--- src/rtl/irq_sm_pkg.sv ---
package irq_sm_pkg;

  localparam int NUM_BANKS   = 2;
  localparam int BANK_BASE   = 'h04;
  localparam int BANK_STRIDE = 'h10;

  // word slot inside a bank, in address order
  typedef enum int {
    SLOT_STATUS  = 0,
    SLOT_MASK    = 1,
    SLOT_UNMASK  = 2,
    SLOT_MASKSET = 3
  } slot_e;

  typedef struct packed {
    logic [NUM_BANKS-1:0] stsClr;
    logic [NUM_BANKS-1:0] mskClr;
    logic [NUM_BANKS-1:0] mskSet;
    logic [NUM_BANKS-1:0] rdSts;
    logic [NUM_BANKS-1:0] rdMsk;
  } strobe_t;

  function automatic int slotAddr(input int bank, input slot_e slot);
    return BANK_BASE + bank * BANK_STRIDE + int'(slot) * 4;
  endfunction

endpackage

--- src/rtl/irq_sm_ctrl.sv ---
module irq_sm_ctrl
  import irq_sm_pkg::*;
#(
  parameter int ADDR_W = 12
) (
  input  logic              regValid,
  input  logic              regWrite,
  input  logic [ADDR_W-1:0] regAddr,
  output strobe_t           strobes
);

  logic wrAcc;
  logic rdAcc;

  assign wrAcc = regValid && regWrite;
  assign rdAcc = regValid && !regWrite;

  always_comb begin
    strobes = '0;
    for (int b = 0; b < NUM_BANKS; b++) begin
      strobes.stsClr[b] = wrAcc && (regAddr == ADDR_W'(slotAddr(b, SLOT_STATUS)));
      strobes.mskClr[b] = wrAcc && (regAddr == ADDR_W'(slotAddr(b, SLOT_UNMASK)));
      strobes.mskSet[b] = wrAcc && (regAddr == ADDR_W'(slotAddr(b, SLOT_MASKSET)));
      strobes.rdSts[b]  = rdAcc && (regAddr == ADDR_W'(slotAddr(b, SLOT_STATUS)));
      strobes.rdMsk[b]  = rdAcc && (regAddr == ADDR_W'(slotAddr(b, SLOT_MASK)));
    end
  end

endmodule

--- src/rtl/irq_sm_dp.sv ---
module irq_sm_dp
  import irq_sm_pkg::*;
#(
  parameter int DATA_W = 32,
  parameter logic [NUM_BANKS-1:0][DATA_W-1:0] MASK_RST = '1
) (
  input  logic                               clk,
  input  logic                               rstN,
  input  strobe_t                            strobes,
  input  logic [DATA_W-1:0]                  wdata,
  input  logic [NUM_BANKS-1:0][DATA_W-1:0]   evtVec,
  output logic [DATA_W-1:0]                  rdata,
  output logic [NUM_BANKS-1:0][DATA_W-1:0]   stsVec,
  output logic [NUM_BANKS-1:0][DATA_W-1:0]   mskVec,
  output logic                               irqOut
);

  logic [NUM_BANKS-1:0] bankPend;

  for (genvar b = 0; b < NUM_BANKS; b++) begin : g_bank
    logic [DATA_W-1:0] clrBits;
    logic [DATA_W-1:0] unmaskBits;
    logic [DATA_W-1:0] maskBits;

    assign clrBits    = strobes.stsClr[b] ? wdata : '0;
    assign unmaskBits = strobes.mskClr[b] ? wdata : '0;
    assign maskBits   = strobes.mskSet[b] ? wdata : '0;

    // events applied after the clear so a simultaneous set survives
    always_ff @(posedge clk) begin
      if (!rstN) begin
        stsVec[b] <= '0;
        mskVec[b] <= MASK_RST[b];
      end else begin
        stsVec[b] <= (stsVec[b] & ~clrBits) | evtVec[b];
        mskVec[b] <= (mskVec[b] & ~unmaskBits) | maskBits;
      end
    end

    assign bankPend[b] = |(stsVec[b] & ~mskVec[b]);
  end

  always_comb begin
    rdata = '0;
    for (int b = 0; b < NUM_BANKS; b++) begin
      if (strobes.rdSts[b]) rdata = rdata | stsVec[b];
      if (strobes.rdMsk[b]) rdata = rdata | mskVec[b];
    end
  end

  always_ff @(posedge clk) begin
    if (!rstN) irqOut <= 1'b0;
    else       irqOut <= |bankPend;
  end

endmodule

--- src/rtl/irq_sm_top.sv ---
module irq_sm_top
  import irq_sm_pkg::*;
#(
  parameter int              ADDR_W        = 12,
  parameter int              DATA_W        = 32,
  parameter logic [DATA_W-1:0] NORM_MASK_RST = 32'h07FF_FFFF,
  parameter logic [DATA_W-1:0] ERR_MASK_RST  = 32'hFFFF_FFFF
) (
  input  logic              clk,
  input  logic              rstN,
  input  logic              regValid,
  input  logic              regWrite,
  input  logic [ADDR_W-1:0] regAddr,
  input  logic [DATA_W-1:0] regWdata,
  output logic [DATA_W-1:0] regRdata,
  input  logic [DATA_W-1:0] evtNormal,
  input  logic [DATA_W-1:0] evtError,
  output logic              irqOut
);

  strobe_t                             strobes;
  logic [NUM_BANKS-1:0][DATA_W-1:0]    evtVec;
  logic [NUM_BANKS-1:0][DATA_W-1:0]    stsVec;
  logic [NUM_BANKS-1:0][DATA_W-1:0]    mskVec;

  assign evtVec = {evtError, evtNormal};

  irq_sm_ctrl #(.ADDR_W(ADDR_W)) u_ctrl (
    .regValid (regValid),
    .regWrite (regWrite),
    .regAddr  (regAddr),
    .strobes  (strobes)
  );

  irq_sm_dp #(
    .DATA_W   (DATA_W),
    .MASK_RST ({ERR_MASK_RST, NORM_MASK_RST})
  ) u_dp (
    .clk     (clk),
    .rstN    (rstN),
    .strobes (strobes),
    .wdata   (regWdata),
    .evtVec  (evtVec),
    .rdata   (regRdata),
    .stsVec  (stsVec),
    .mskVec  (mskVec),
    .irqOut  (irqOut)
  );

endmodule

--- config.mk ---
export PLATFORM = sky130hd
export DESIGN_NAME = irq_sm_top
export DESIGN_NICKNAME = d
export VERILOG_FILES = /design/src/rtl/irq_sm_pkg.sv /design/src/rtl/irq_sm_ctrl.sv /design/src/rtl/irq_sm_dp.sv /design/src/rtl/irq_sm_top.sv
export SDC_FILE = /design/constraint.sdc
export NUM_CORES = 1
export LEC_CHECK = 0
export BUFFER_PORTS_ARGS = -buffer_cell sky130_fd_sc_hd__buf_2
export CORE_MARGIN = 2
export CORE_UTILIZATION = 45
export CTS_BUF_LIST = sky130_fd_sc_hd__clkbuf_16
export DETAILED_ROUTE_END_ITERATION = 10
export PLACE_DENSITY = 0.77
export SYNTH_ARGS = -nofsm -noshare
export SYNTH_HDL_FRONTEND = slang
export SYNTH_SLANG_ARGS = --single-unit
--- constraint.sdc ---
create_clock -name clk -period 3.6 [get_ports clk]
set_input_delay 0.36 -clock clk [delete_from_list [all_inputs] [get_ports clk]]
set_output_delay 0.36 -clock clk [all_outputs]
set_load 0.05 [all_outputs]
# ---- After elaboration in Yosys (flattened, before gate mapping)
# Cells that the tools add are included.
dict set report word_totals {
  ff_bits 129
  input_bits 112
  output_inout_bits 33
  word_cells 56
}
dict set report classes {
  n_eq_ne 8
  mux 10
  bitwise 19
  reduce_logical 14
}
# op count
set op_table {}
lappend op_table {{32-bit two-way mux} 10}
lappend op_table {{32-bit bitwise OR} 7}
lappend op_table {{32-bit AND} 6}
lappend op_table {{32-bit NOT} 6}
lappend op_table {{64-bit OR reduction} 1}
lappend op_table {{12-bit by 5-bit == test with 1-bit output, second input constant} 4}
lappend op_table {{12-bit by 4-bit == test with 1-bit output, second input constant} 2}
lappend op_table {{12-bit by 3-bit == test with 1-bit output, second input constant} 1}
lappend op_table {{12-bit by 6-bit == test with 1-bit output, second input constant} 1}
lappend op_table {{1-bit logical AND} 12}
lappend op_table {{1-bit zero test} 1}

# ---- Depth between registers and ports, before layout
dict set report depth {
  word_depth 10
  ltp_mapped 7
  depth_no_buf 5
}

# ---- By module
# From an unflattened synthesis, not the netlist that was laid out.
dict set report unflattened {
  hier_cells 836
  hier_area_um2 6052.1
}
# module instances cells_per_inst area_each_um2 seq_area_each_um2
set modules_own_cells {}
lappend modules_own_cells {irq_sm_dp 1 815 5890.6 2582.5}
lappend modules_own_cells {irq_sm_ctrl 1 21 161.4 0.0}

# ---- Least setup slack after synthesis
# No wires, ideal clock.
dict set report synth_timing {
  kind {in2out}
  startpoint {input regAddr[5]}
  endpoint {output regRdata[10]}
  arrival_time_ps 2680
  required_ps 3240
  slack_ps 560
  path_stages 5
  n_path_buf 1
  cell_sequence {or4b_4 -> nor4b_4 -> buf_2 -> a22oi_1 -> o21ai_0}
}
dict set report synth_between {
  elab_chain_cells 9
  elab_cells_between_ends 15
  cone_classes {eq/ne: 4; mux: 4; bitwise: 3; reduce/logical: 4}
}
# element line_no
set synth_rtl {}
lappend synth_rtl {{start: declaration} irq_sm_top.sv:13} ;# input logic [ADDR_W-1:0] regAddr,
lappend synth_rtl {{12-bit by 3-bit == test with 1-bit output} irq_sm_ctrl.sv:24} ;# strobes.rdSts[b] = rdAcc && (regAddr == ADDR_W'(slotAddr(b, SLOT_STATUS)));
lappend synth_rtl {{1-bit logical AND} irq_sm_ctrl.sv:24}
lappend synth_rtl {{32-bit two-way mux} irq_sm_dp.sv:46} ;# if (strobes.rdSts[b]) rdata = rdata | stsVec[b];
lappend synth_rtl {{32-bit bitwise OR} irq_sm_dp.sv:47} ;# if (strobes.rdMsk[b]) rdata = rdata | mskVec[b];
lappend synth_rtl {{32-bit two-way mux} irq_sm_dp.sv:47}
lappend synth_rtl {{32-bit bitwise OR} irq_sm_dp.sv:46}
lappend synth_rtl {{32-bit two-way mux} irq_sm_dp.sv:46}
lappend synth_rtl {{32-bit bitwise OR} irq_sm_dp.sv:47}
lappend synth_rtl {{32-bit two-way mux *} irq_sm_dp.sv:47}
lappend synth_rtl {{end: declaration} irq_sm_top.sv:15} ;# output logic [DATA_W-1:0] regRdata,
# Every way passes the cells marked *; elsewhere a longest branch is shown, timed or not.

# ---- Worst setup path in the final report
dict set report layout_timing {
  startpoint {input regAddr[9]}
  endpoint {output regRdata[25]}
}
# The elaborated chain is that of the path after synthesis.

==> impl_metrics.prom <==
# TYPE chip_impl_metric gauge
chip_impl_info{name="run_status",value="completed"} 1
chip_impl_metric{name="final_util",unit=""} 0.5721
chip_impl_info{name="cts_tree",value="yes"} 1
chip_impl_metric{name="register_area",unit="um2"} 2582
chip_impl_metric{name="gr-total-overflow",unit=""} 0
chip_impl_metric{name="multiplexer_fraction_of_the_synthesized_cell_area",unit=""} 0
chip_impl_info{name="worst_r2r_endpoint",value="u_dp.irqOut"} 1
chip_impl_metric{name="detailed_place_hpwl",unit="um"} 13570
chip_impl_metric{name="design.die.area",unit="um2"} 14450
chip_impl_metric{name="postSynth.asyncResetShare",unit=""} 0
chip_impl_metric{name="power_leakage",unit="nW"} 3.356
chip_impl_metric{name="drive_gt1_frac",unit=""} 0.2006
chip_impl_metric{name="core_area",unit="um2"} 13190
chip_impl_info{name="setup.worst_path.class",value="in2out"} 1
chip_impl_metric{name="first_global_vias",unit=""} 5986
chip_impl_info{name="synth_top_family_by_area",value="compound AO/OA/AOI/OAI gates"} 1
chip_impl_metric{name="numCtsBuffers",unit=""} 17
chip_impl_info{name="clk_root_buffer_cell",value="clkbuf_16"} 1
chip_impl_metric{name="postCtsSetupRepairBufs",unit=""} 0
chip_impl_metric{name="grt_start_max_net_pins",unit=""} 121
chip_impl_metric{name="syn_to_final_growth",unit="%"} 24.17
chip_impl_metric{name="synth_sequential_area_ratio",unit=""} 0.4250
chip_impl_metric{name="maxSlewHeadroom",unit=""} 0.2498
chip_impl_metric{name="arithmetic_cell_share_of_the_synthesized_area_counting_full_adders_half_adders_and_majority_gates",unit=""} 0
chip_impl_metric{name="drt.antenna.violating_nets",unit=""} 0
chip_impl_metric{name="critical_path_arrival",unit="ns"} 2.60
chip_impl_metric{name="die_boundary_height",unit="um"} 120.2
chip_impl_info{name="hold-path-endpoint",value="u_dp.stsVec[20]"} 1
chip_impl_metric{name="grt_antenna_before_repair",unit=""} 0
chip_impl_info{name="timing.hold.worst.start",value="regWdata[20]"} 1
chip_impl_metric{name="clkSinkCount",unit=""} 129
chip_impl_metric{name="power_per_cell_area",unit="nW/um2"} 459.2
chip_impl_metric{name="synth.avg_cell_area",unit="um2"} 7.447
chip_impl_metric{name="std_cell_rows",unit=""} 42
chip_impl_metric{name="first_pass_iters",unit=""} 5
chip_impl_metric{name="rr_worst_depth",unit=""} 5
chip_impl_metric{name="layout_worst_path_cycle_share",unit=""} 0.8210
chip_impl_info{name="layout.cells.most_common_list",value="156 x inv_1, 143 x buf_2, 130 x o21ai_0"} 1
chip_impl_info{name="cpMostUsedCell",value="buf_2"} 1
chip_impl_metric{name="synth_compound_gate_area_share",unit=""} 0.3185
chip_impl_metric{name="ys_seq_elements",unit=""} 129
chip_impl_metric{name="clkSlewWorstSetupHoldPaths",unit="ns"} 0.06
chip_impl_metric{name="initial_utilization",unit=""} 0.4607
chip_impl_info{name="setup.worst_path.end_class",value="primary output"} 1
chip_impl_metric{name="number_of_buffers_added_on_ports",unit=""} 144
chip_impl_metric{name="setup_violations",unit=""} 0
chip_impl_metric{name="synth-edff-count",unit=""} 0
chip_impl_metric{name="fill_cell_total_of_the_finished_layout",unit=""} 1226
chip_impl_metric{name="global_route_wire_length_before_repair",unit="um"} 31550
chip_impl_metric{name="final.setup_skew",unit="ns"} 0.003797
chip_impl_metric{name="place_congestion",unit=""} 0.8436
chip_impl_metric{name="num_vias",unit=""} 6518
chip_impl_metric{name="quantity_of_gates_resized_following_cts",unit=""} 0
chip_impl_info{name="timing.critical_path.cells",value="buf_2 > nor4_1 > nand2_1 > or3_1 > o21ai_0 > buf_2"} 1
chip_impl_metric{name="synthesis.area",unit="um2"} 6077
chip_impl_info{name="cp_slowest_cell",value="or3_1"} 1
chip_impl_metric{name="insertedDiodeCount",unit=""} 0
chip_impl_metric{name="critical_path_required",unit="ns"} 3.24
chip_impl_metric{name="first_iter_violations",unit=""} 621
chip_impl_metric{name="post_synth_num_cell_types",unit=""} 26
chip_impl_info{name="hold_class",value="in2reg"} 1
chip_impl_metric{name="finalCriticalPeriod",unit="ns"} 2.955
chip_impl_metric{name="synth_xor_xnor_area_share",unit=""} 0
chip_impl_metric{name="slew_violations",unit=""} 0
chip_impl_metric{name="drc",unit=""} 0
chip_impl_metric{name="cap_viol_max_count",unit=""} 0
chip_impl_metric{name="ff2ff_setup_slack",unit="ns"} 2.15
chip_impl_info{name="synthFlopType",value="dfxtp_1"} 1
chip_impl_metric{name="ioPinCount",unit=""} 145
chip_impl_metric{name="yosys.area_share.simple",unit=""} 0.1291
chip_impl_metric{name="min_path_cells",unit=""} 2
chip_impl_metric{name="synth_warnings",unit=""} 0
chip_impl_metric{name="area_taken_by_multi_input_logic_gates",unit="um2"} 2759
chip_impl_metric{name="worstMarginPinSlew",unit="ns"} 1.125
chip_impl_metric{name="die_w",unit="um"} 120.2
chip_impl_metric{name="post_cts_hold_buffer_count",unit=""} 0
chip_impl_metric{name="critical_path.max_fanout",unit=""} 32
chip_impl_metric{name="drt-wirelength-per-cell",unit="um"} 17.72
chip_impl_info{name="unrepaired_setup_endpoints_after_global_routing",value="no"} 1
chip_impl_metric{name="htreeDepth",unit=""} 4
chip_impl_metric{name="max_freq",unit="MHz"} 338.4
chip_impl_metric{name="finalSetupTns",unit="ns"} 0
chip_impl_info{name="setup.worst_path.start_class",value="input pin"} 1
chip_impl_metric{name="postSynthCellCount",unit=""} 816
chip_impl_metric{name="max-clock-path-buffers",unit=""} 2
chip_impl_metric{name="timing.critical_path.slowest_cell_delay",unit="ns"} 0.82
chip_impl_metric{name="clk-insertion-delay-late",unit="ns"} 0.42
chip_impl_metric{name="final_hold_violations",unit=""} 0
chip_impl_metric{name="worst_vdd_drop",unit="uV"} 307.8
chip_impl_metric{name="globalRouteTotalUtil",unit=""} 0.2818
chip_impl_metric{name="wl",unit="um"} 20080
chip_impl_info{name="leading_cell_type_in_the_layout_fill_and_taps_excluded",value="inv_1"} 1
chip_impl_info{name="crit-reg2reg-launch",value="u_dp.stsVec[19]"} 1
chip_impl_metric{name="power.total",unit="W"} 0.003465
chip_impl_metric{name="num-nets-final",unit=""} 1057
chip_impl_metric{name="synth.net_count",unit=""} 928
chip_impl_metric{name="via_per_inst",unit=""} 5.753
## cell families (layout without fill, tap and decap cells)
kind of cell / after synthesis / count (layout)
DFF: 129 / 129
buffers and inverters: 203 / 344
AOI/OAI and AO/OA: 324 / 324
and+or+nand+nor: 160 / 160
## where the power goes
group | leakage [nW] | total (W) | internal (W) | switching [W]
Clock | 0.272 | 0.00170 | 0.00107 | 0.000629
Sequential | 1.06 | 0.00153 | 0.00148 | 0.0000469
Combinational | 2.02 | 0.000241 | 0.0000972 | 0.000144
Total | 3.36 | 0.00346 | 0.00265 | 0.000820
## synth_stat cells, types with 2 or more instances
cell type  number  share of area
inv_1         155          0.096
o2111ai_1       2         0.0029
a21boi_0        5         0.0062
o21ai_1        30          0.025
nand2b_1        7         0.0072
buf_2          10         0.0082
nor4_2          2         0.0041
nor3_1          7         0.0058
a31oi_1        64          0.066
a221oi_1        6         0.0086
a22oi_1        64          0.079
and3_1          2         0.0021
nand2_1        67          0.041
clkbuf_1       38          0.023
o22ai_1        22          0.023
dfxtp_1       129           0.42
nor4_1          5         0.0051
o21ai_0       130           0.11
nand3_1        63          0.052
nand4_1         2         0.0021
## worst max path at each step
stage | to | from | depth (start not counted)
6_report | regRdata[25] | regAddr[9] | 6
5_1_grt | regRdata[25] | regAddr[9] | 6
4_1_cts | regRdata[25] | regAddr[9] | 6
3_5_place_dp | regRdata[25] | regAddr[9] | 6
3_3_place_gp | regRdata[13] | regAddr[9] | 6
2_1_floorplan | regRdata[10] | regAddr[5] | 5
## registers in the layout (all words and copies together), names as in the netlist
signal	count
u_dp.mskVec	64
u_dp.stsVec	64
u_dp.irqOut	1
## layout make-up
class / count / share of cell area
Multi-Input combinational cell: 484 / 0.3656
Timing Repair Buffer: 158 / 0.1098
Clock inverter: 14 / 0.01973
Inverter: 155 / 0.07710
Sequential cell: 129 / 0.3422
Tap cell: 176 / 0.02918
Clock buffer: 17 / 0.05638
## critical path: cells and delay by family
family          cells  cell delay [ns]
compound gates      1             0.37
buf+inv             2             0.41
simple gates        3             1.45
## layer usage
metal | wire (um) | GRT usage | vias to the layer above
li1 | - | - | 3124
met1 | 8652 | 0.3932 | 2994
met2 | 8939 | 0.4219 | 366
met3 | 2029 | 0.06368 | 34
met4 | 458 | 0.1148 | 0
met5 | 0 | 0 | -
## per-stage QoR
stage | setup WS (ns) | instance area (um2) | hold WS (ns) | cells
3_5_place_dp | 0.6306 | 6972 | 0.4921 | 1102
4_1_cts | 0.6181 | 7546 | 0.1724 | 1133
3_3_place_gp | 0.7580 | 6972 | 0.4838 | 1102
2_1_floorplan | 0.5598 | 6077 | 0.4608 | 816
5_1_grt | 0.3331 | 7546 | 0.1907 | 1133
6_report | 0.6446 | 7546 | 0.1910 | 1133
(Power assumes the default switching activity.)
